### config.mk
export PLATFORM = sky130hd
export DESIGN_NAME = rst_supervisor
export DESIGN_NICKNAME = d
export VERILOG_FILES = /design/src/rtl/rsv_pkg.sv /design/src/rtl/rsv_sync_edge.sv /design/src/rtl/rsv_period_timer.sv /design/src/rtl/rsv_watchdog.sv /design/src/rtl/rst_supervisor.sv
export SDC_FILE = /design/constraint.sdc
export NUM_CORES = 1
export LEC_CHECK = 0
export BUFFER_PORTS_ARGS = -buffer_cell sky130_fd_sc_hd__buf_2
export CORE_MARGIN = 5
export CORE_UTILIZATION = 36
export CTS_CLUSTER_DIAMETER = 120
export DETAILED_ROUTE_END_ITERATION = 16
export PLACE_DENSITY = 0.57
export SLEW_MARGIN = 10
export SYNTH_ARGS = -nofsm -noshare
export SYNTH_HDL_FRONTEND = slang
export SYNTH_SLANG_ARGS = --single-unit
### constraint.sdc
create_clock -name clk -period 2 [get_ports clk]
set_input_delay 0.2 -clock clk [delete_from_list [all_inputs] [get_ports clk]]
set_output_delay 0.2 -clock clk [all_outputs]
set_load 0.005 [all_outputs]
### src/rtl/rsv_pkg.sv
package rsv_pkg;

    // Supervisor phase: supply down, holding reset, or running
    typedef enum logic [1:0] {
        PH_DOWN = 2'd0,
        PH_HOLD = 2'd1,
        PH_RUN  = 2'd2
    } rsv_phase_e;

    // Synchronized pin group
    typedef struct packed {
        logic cs_n;
        logic req;
        logic req_n;
    } rsv_pins_t;

    localparam int unsigned PIN_W = $bits(rsv_pins_t);

    // Idle levels of the pins, used as the synchronizer reset value
    localparam rsv_pins_t PINS_IDLE = '{cs_n: 1'b1, req: 1'b0, req_n: 1'b1};

    // Events decoded from synchronized levels and edges
    typedef struct packed {
        logic kick;   // any chip-select edge
        logic trig;   // start of an external reset request
        logic held;   // an external request is active
    } rsv_events_t;

    function automatic int unsigned cycles_for_ms(input int unsigned hz,
                                                  input int unsigned ms);
        return (hz / 1000) * ms;
    endfunction

    function automatic rsv_events_t decode_events(input rsv_pins_t lvl,
                                                  input rsv_pins_t rise,
                                                  input rsv_pins_t fall);
        rsv_events_t ev;
        ev.kick = rise.cs_n | fall.cs_n;
        ev.trig = rise.req  | fall.req_n;
        ev.held = lvl.req   | ~lvl.req_n;
        return ev;
    endfunction

endpackage

### src/rtl/rsv_sync_edge.sv
module rsv_sync_edge #(
    parameter int unsigned       WIDTH   = 3,
    parameter logic [WIDTH-1:0]  RST_VAL = '0
) (
    input  logic             clk,
    input  logic             rst,
    input  logic [WIDTH-1:0] din,
    output logic [WIDTH-1:0] lvl,
    output logic [WIDTH-1:0] rise,
    output logic [WIDTH-1:0] fall
);

    // Per bit: two synchronizer flops, then one flop holding the previous level
    for (genvar b = 0; b < WIDTH; b++) begin : g_bit
        logic meta_q, sync_q, prev_q;

        always_ff @(posedge clk) begin
            if (rst) begin
                meta_q <= RST_VAL[b];
                sync_q <= RST_VAL[b];
                prev_q <= RST_VAL[b];
            end else begin
                meta_q <= din[b];
                sync_q <= meta_q;
                prev_q <= sync_q;
            end
        end

        assign lvl[b]  = sync_q;
        assign rise[b] = sync_q & ~prev_q;
        assign fall[b] = ~sync_q & prev_q;
    end

endmodule

### src/rtl/rsv_period_timer.sv
module rsv_period_timer #(
    parameter int unsigned PERIOD = 8,
    localparam int unsigned CW    = $clog2(PERIOD + 1)
) (
    input  logic          clk,
    input  logic          rst,
    input  logic          load,
    output logic          busy,
    output logic [CW-1:0] cnt
);

    localparam logic [CW-1:0] FULL = CW'(PERIOD);

    logic [CW-1:0] cnt_q;

    always_ff @(posedge clk) begin
        if (rst || load) begin
            cnt_q <= FULL;
        end else if (cnt_q != '0) begin
            cnt_q <= cnt_q - 1'b1;
        end
    end

    assign busy = (cnt_q != '0);
    assign cnt  = cnt_q;

endmodule

### src/rtl/rsv_watchdog.sv
module rsv_watchdog #(
    parameter int unsigned LIMIT = 20,
    localparam int unsigned CW   = $clog2(LIMIT)
) (
    input  logic          clk,
    input  logic          rst,
    input  logic          run,
    input  logic          kick,
    output logic          fire,
    output logic [CW-1:0] cnt
);

    localparam logic [CW-1:0] LAST = CW'(LIMIT - 1);

    logic [CW-1:0] cnt_q;

    assign fire = run && !kick && (cnt_q == LAST);

    always_ff @(posedge clk) begin
        if (rst || !run || kick || fire) begin
            cnt_q <= '0;
        end else begin
            cnt_q <= cnt_q + 1'b1;
        end
    end

    assign cnt = cnt_q;

endmodule

### src/rtl/rst_supervisor.sv
module rst_supervisor #(
    parameter int unsigned CLK_HZ    = 50_000_000,
    parameter int unsigned PURST_CYC = rsv_pkg::cycles_for_ms(CLK_HZ, 200),
    parameter int unsigned WDT_CYC   = rsv_pkg::cycles_for_ms(CLK_HZ, 1600)
) (
    input  logic clk,
    input  logic rst,
    input  logic supply_ok,
    input  logic cs_n,
    input  logic ext_rst_req,
    input  logic ext_rst_req_n,
    output logic rst_hi_drv,
    output logic rst_lo_drv
);
    import rsv_pkg::*;

    localparam int unsigned TMR_W = $clog2(PURST_CYC + 1);
    localparam int unsigned WDT_W = $clog2(WDT_CYC);

    rsv_pins_t   pins_in, pins_lvl, pins_rise, pins_fall;
    rsv_events_t ev;
    rsv_phase_e  phase;

    logic             tmr_busy;
    logic [TMR_W-1:0] tmr_cnt;
    logic             tmr_load;
    logic             wdt_fire;
    logic [WDT_W-1:0] wdt_cnt;
    logic             cs_kick, ext_trig, ext_held;

    assign pins_in = '{cs_n: cs_n, req: ext_rst_req, req_n: ext_rst_req_n};

    rsv_sync_edge #(
        .WIDTH   (PIN_W),
        .RST_VAL (PINS_IDLE)
    ) u_sync (
        .clk  (clk),
        .rst  (rst),
        .din  (pins_in),
        .lvl  (pins_lvl),
        .rise (pins_rise),
        .fall (pins_fall)
    );

    assign ev       = decode_events(pins_lvl, pins_rise, pins_fall);
    assign cs_kick  = ev.kick;
    assign ext_trig = ev.trig;
    assign ext_held = ev.held;

    // Every reset source reloads the same hold counter
    assign tmr_load = !supply_ok || ext_trig || wdt_fire;

    rsv_period_timer #(
        .PERIOD (PURST_CYC)
    ) u_timer (
        .clk  (clk),
        .rst  (rst),
        .load (tmr_load),
        .busy (tmr_busy),
        .cnt  (tmr_cnt)
    );

    // The supply flag acts without a clock edge, so a brownout asserts at once
    always_comb begin
        if (!supply_ok) begin
            phase = PH_DOWN;
        end else if (tmr_busy || ext_held) begin
            phase = PH_HOLD;
        end else begin
            phase = PH_RUN;
        end
    end

    rsv_watchdog #(
        .LIMIT (WDT_CYC)
    ) u_wdt (
        .clk  (clk),
        .rst  (rst),
        .run  (phase == PH_RUN),
        .kick (cs_kick),
        .fire (wdt_fire),
        .cnt  (wdt_cnt)
    );

    assign rst_hi_drv = (phase != PH_RUN);
    assign rst_lo_drv = (phase != PH_RUN);

endmodule

# Word-level counts from Yosys, hierarchy flattened
# Cells that the tools add are included.
[op_classes]
n_bitwise = 11
n_mux = 2
n_reduce_logical = 13
eq_ne = 3
n_addsub = 2
[op_table]
columns = ["op", "count"]
rows = [
  ["adder 27 x 1 -> 27 bit (second input constant)", 1],
  ["equality test 27 bit (second input constant)", 1],
  ["nonzero test 24 bit", 1],
  ["subtractor 24 x 1 -> 24 bit (second input constant)", 1],
  ["logical OR 1 bit", 7],
  ["AND 1 bit", 4],
  ["2-to-1 mux 2 bit", 2],
  ["inverter 1 bit", 4],
  ["logical NOT 1 bit", 3],
  ["bitwise OR 1 bit", 3],
  ["equality test 2 bit (second input constant)", 1],
  ["logical AND 1 bit", 2],
  ["!= test 2 bit (second input constant)", 1],
]
[word_totals]
word_cells = 42
out_inout_bits = 2
ff_bits = 60

# Logic depth before layout (Yosys ltp)
[logic_depth]
depth_word = 10
ltp_mapped = 9
ltp_nobuf = 7

# Cells and area by module
# A second synthesis with hierarchy kept.
[hier_totals]
hier_cells = 332
hier_area_um2 = 2867.8
[modules_own_cells]
columns = ["module", "cells_each", "n_inst", "area_each_um2"]
rows = [
  ["rsv_watchdog", 158, 1, 1302.5],
  ["rsv_period_timer", 142, 1, 1223.7],
  ["rsv_sync_edge", 27, 1, 296.5],
  ["rst_supervisor", 5, 1, 45.0],
]

# Worst setup path before layout
# No wires, ideal clock.
[synth_timing]
kind = "reg-to-reg"
startpoint = "reg u_timer.cnt_q[7], in the netlist u_timer.cnt[7]"
endpoint = "reg u_wdt.cnt_q[13], in the netlist u_wdt.cnt[13]"
stages_incl_launch_ff = 9
slack_ns = -0.160
arrival_ns = 2.096
period_less_slack_ns = 2.160
path_buffers = 3
setup_ns = 0.064
path_cell_list = "dfxtp_1 -> or4_1 -> buf_2 -> nand4b_4 -> nor3_2 -> or3b_1 -> buf_4 -> buf_6 -> nor2_1"
[synth_between]
elab_chain_cells = 9
[synth_rtl]
columns = ["element", "line_no", "rtl"]
rows = [
  ["from (decl)", "rsv_period_timer.sv:14", "logic [CW-1:0] cnt_q;"],
  ["from (signal assigned)", "rsv_period_timer.sv:20", "cnt_q <= cnt_q - 1'b1;"],
  ["nonzero test 24 bit *", "rsv_period_timer.sv:24", "assign busy = (cnt_q != '0);"],
  ["logical OR 1 bit *", "rst_supervisor.sv:67", "end else if (tmr_busy || ext_held) begin"],
  ["2-to-1 mux 2 bit *", "rst_supervisor.sv:67", ""],
  ["2-to-1 mux 2 bit *", "rst_supervisor.sv:65", "if (!supply_ok) begin"],
  ["equality test 2 bit *", "rst_supervisor.sv:79", ".run (phase == PH_RUN),"],
  ["logical NOT 1 bit", "rsv_watchdog.sv:20", "if (rst || !run || kick || fire) begin"],
  ["logical OR 1 bit (2 in series)", "rsv_watchdog.sv:20", ""],
  ["logical OR 1 bit *", "rsv_watchdog.sv:20", ""],
  ["to (signal assigned)", "rsv_watchdog.sv:23", "cnt_q <= cnt_q + 1'b1;"],
  ["to (decl)", "rsv_watchdog.sv:15", "logic [CW-1:0] cnt_q;"],
]
# Every way passes the cells marked *; elsewhere a longest branch is shown, timed or not.
# A chain may end at the register's enable or synchronous reset.

# Worst setup path in the final report
[layout_timing]
startpoint = "reg u_timer.cnt_q[10], in the netlist u_timer.cnt[10]"
endpoint = "reg u_wdt.cnt_q[11], in the netlist u_wdt.cnt[11]"
# The elaborated chain is that of the path after synthesis.

==> summary.md <==
| Metric | Value |
|---|---|
| Status | complete, but fails checks |
| Violated checks | negative setup slack |
| Layout Nets | 364 |
| Die Wd | 96.7 µm |
| Detailed Route WL | 5830 µm |
| Routability cong. | 0.792 |
| Synthesized area | 2710 µm² |
| First-pass GRT wire length | 9770 µm |
| I/O pins | 8 |
| Worst hold slack | 0.0544 ns |
| Layout cells sized above 1 | 0.305 |
| Critical Path Fanout Max | 7 |
| Core Util, Final | 0.490 |
| Stages on worst setup path | 7 |
| Root Buffer | clkbuf_8 |
| CTS H-tree depth | 3 |
| Final ANT Viol Nets | 0 |
| Initial Util | 0.371 |
| FF+latch count, synth | 60 |
| Reg clk slew, reported paths | 0.07 ns |
| # port buffers | 7 |
| Initial antenna violation count | 0 |
| Met3 Usage GRT | 0.0165 |
| CORE AREA | 7290 µm² |
| Crit path largest cell delay | 0.54 ns |
| Netlist cell types | 46 |
| Global routing usage on met2 | 0.190 |
| # DRC | 0 |
| Multi-input gate area | 1610 µm² |
| Main combinational cell family by area after synthesis | simple AND/OR/NAND/NOR gates |
| Hold crit path type | input port to flip-flop |
| Most crowded layer after global routing | met2 |
| CP arrival | 2.39 ns |
| Post-Place Worst Slack | -0.0265 ns |
| Post-synthesis mux area share | 0 |
| Placed Cells | 437 |
| Post-synthesis simple-gate area fraction | 0.335 |
| Adder-cell share of the synthesized area | 0.00925 |
| Routed len/inst | 12.7 µm |
| Cell depth of the worst hold path | 2 |
| Commonest non-fill, non-tap cell in the layout | dfxtp_1 |
| Avg Inst Size Synth | 8.81 µm² |
| Via count | 2297 |
| Clock latency at the later pin of the worst-skew pair | 0.33 ns |
| Pwr dens | 696 nW/µm² |
| CTS tree | done |
| Layout fillers | 706 |
| Die area | 9350 µm² |
| CTS Buf Count | 9 |
| Ys async rst share | 0 |
| Max-Cap Viols | 0 |
| Non-Filler Instances | 460 |
| Final period util | 1.05 |
| Top FF cell, synth | dfxtp_1 |
| Critical path buffer and inverter count | 2 |
| Largest net degree at the start of global routing | 28 |
| Startpoint class of the critical path | flip-flop |
| Final min period | 2.11 ns |
| Synth Area in Compound Gates | 0.0592 |
| Slew @ Worst Pin | 0.398 ns |
| Clock Sinks | 60 |
| Crit Path Class | flip-flop to flip-flop |
| Cells along the critical path | or4_4 > nand4b_4 > buf_6 > nor3_4 > or3b_4 > clkbuf_16 > nor2_4 |
| CP endpoint kind | flip-flop |
| HPWL after DPL | 3720 µm |
| Max Freq | 0.474 GHz |
| Commonest cells after routing, fill and taps aside | dfxtp_1, nor2_1, buf_4, xor2_1, nand3_1 |
| Max IR drop VDD | 0.599 mV |
| RSZ-0062 raised after global routing | true |
| Leakage Power | 0.00125 µW |
| Initial drt markers | 146 |
| Setup ws final | -0.110 ns |
| Crit path max-delay family | simple AND/OR/NAND/NOR gates |
| Die height | 96.7 µm |
| Layout area overhead | 32.2% |
| GRT Total Usage | 0.123 |
| Number of global-route vias before repair | 2184 |
| Sequential-to-total area share from yosys stat | 0.444 |
| GRT overflow | 0 |
| Max-slew violations | 0 |
| Met1 usage in global routing | 0.168 |
| N_diodes | 0 |
| Synth Instances | 307 |
| Synthesized Nets | 315 |
| Worst reg-to-reg path cell count | 7 |
| Slew HR | 0.735 |
| Req. time, crit path | 2.28 ns |
| YS warnings | 0 |
| Hold Vio Cnt, Final | 0 |
| Number of flops mapped to enable cells by yosys | 0 |
| CTS Buffer Depth | 2 |
| Worst Clk Skew | 0.00686 ns |
| CP max stage cell | or4_4 |
| Row count | 31 |
| DRT Pass-1 Iters | 4 |
| Hold_buf cts | 0 |
| Count of final setup violators | 29 |
| Sequential cell area | 1200 µm² |
| Detailed-route vias per instance | 4.99 |
| Xor and xnor area share after synthesis | 0.120 |
[registers in the layout, indices dropped and copies added, names as in the netlist]
| signal | count |
|---|---|
| u_timer.cnt | 24 |
| u_wdt.cnt | 27 |
| u_sync.g_bit.meta_q | 3 |
| u_sync.g_bit.sync_q | 3 |
| u_sync.g_bit.prev_q | 3 |
[path summary, 6_finish.rpt]
check | from | to | slack [ns]
min | cs_n | u_sync.g_bit[2].meta_q | 0.05
min reg2reg | u_sync.g_bit[0].meta_q | u_sync.g_bit[0].sync_q | 0.40
max | u_timer.cnt[10] | u_wdt.cnt[11] | -0.11
max reg2reg | u_timer.cnt[10] | u_wdt.cnt[11] | -0.11
[cell usage after synthesis, types with 3 or more instances]
cell | n | area, µm²
dfxtp_1 | 60 | 1200
nor2_1 | 49 | 184
xor2_1 | 26 | 228
nand3_1 | 23 | 115
nand2_1 | 17 | 63.8
o21ai_0 | 12 | 60.1
xnor2_1 | 11 | 96.3
nand4_1 | 10 | 62.6
a21oi_1 | 9 | 45.0
nor3_1 | 9 | 45.0
or2_2 | 8 | 50.1
clkbuf_1 | 7 | 26.3
nor4_1 | 7 | 43.8
inv_1 | 5 | 18.8
or3_1 | 5 | 31.3
and3_1 | 3 | 18.8
nand2b_1 | 3 | 18.8
nor2b_1 | 3 | 18.8
nor4b_1 | 3 | 26.3
or4_1 | 3 | 22.5
[metrics by stage]
step	setup TNS (ns)	cell area, µm²	power (µW)
after floorplan	-1.45	2720	1370
after global placement	0	3100	1460
after detailed placement	-0.241	3100	1460
after CTS	-1.88	3360	2490
after global routing	-4.26	3580	2610
final	-2.06	3580	2490
[repair_timing]
action                     CTS  global route
resized for setup           14            38
cloned                       0             3
pin swaps                    0             9
setup endpoints to repair   30            46
buffers inserted             3             2
hold endpoints to repair     0             0
[worst register-to-register path: stages (launching register included)]
cell and delay [ns]:
dfxtp_2 0.33, or4_4 0.54, nand4b_4 0.20, buf_6 0.14
nor3_4 0.11, or3b_4 0.44, clkbuf_16 0.20, nor2_4 0.09
[where the power goes]
part | switching [µW] | total (µW) | leakage, µW | internal, µW
registers | 11.3 | 1230 | 0.000487 | 1220
logic | 123 | 241 | 0.000668 | 118
clock network | 457 | 1020 | 0.0000996 | 564
total | 591 | 2490 | 0.00125 | 1900
[logic make-up after synthesis]
group | after synthesis
AO/OA/AOI/OAI | 28
buffers and inverters | 17
flip-flops | 60
adder cells (fa/ha/maj) | 2
AND/OR/NAND/NOR | 163
XOR/XNOR | 37
[layout make-up]
class                      count  area share
clock buffer                  10      0.0357
clock inverter                 6      0.0154
inverter                       5     0.00525
multi-input combinational    230       0.449
sequential                    60       0.337
tap                           99      0.0346
timing repair buffer          50       0.123
[layer usage]
metal / vias up / part of all wire
li1: 1168 / -
met1: 1082 / 0.50
met2: 39 / 0.46
met3: 8 / 0.030
met4: 0 / 0.015
met5: - / 0
Power figures use the tool's default switching activity.
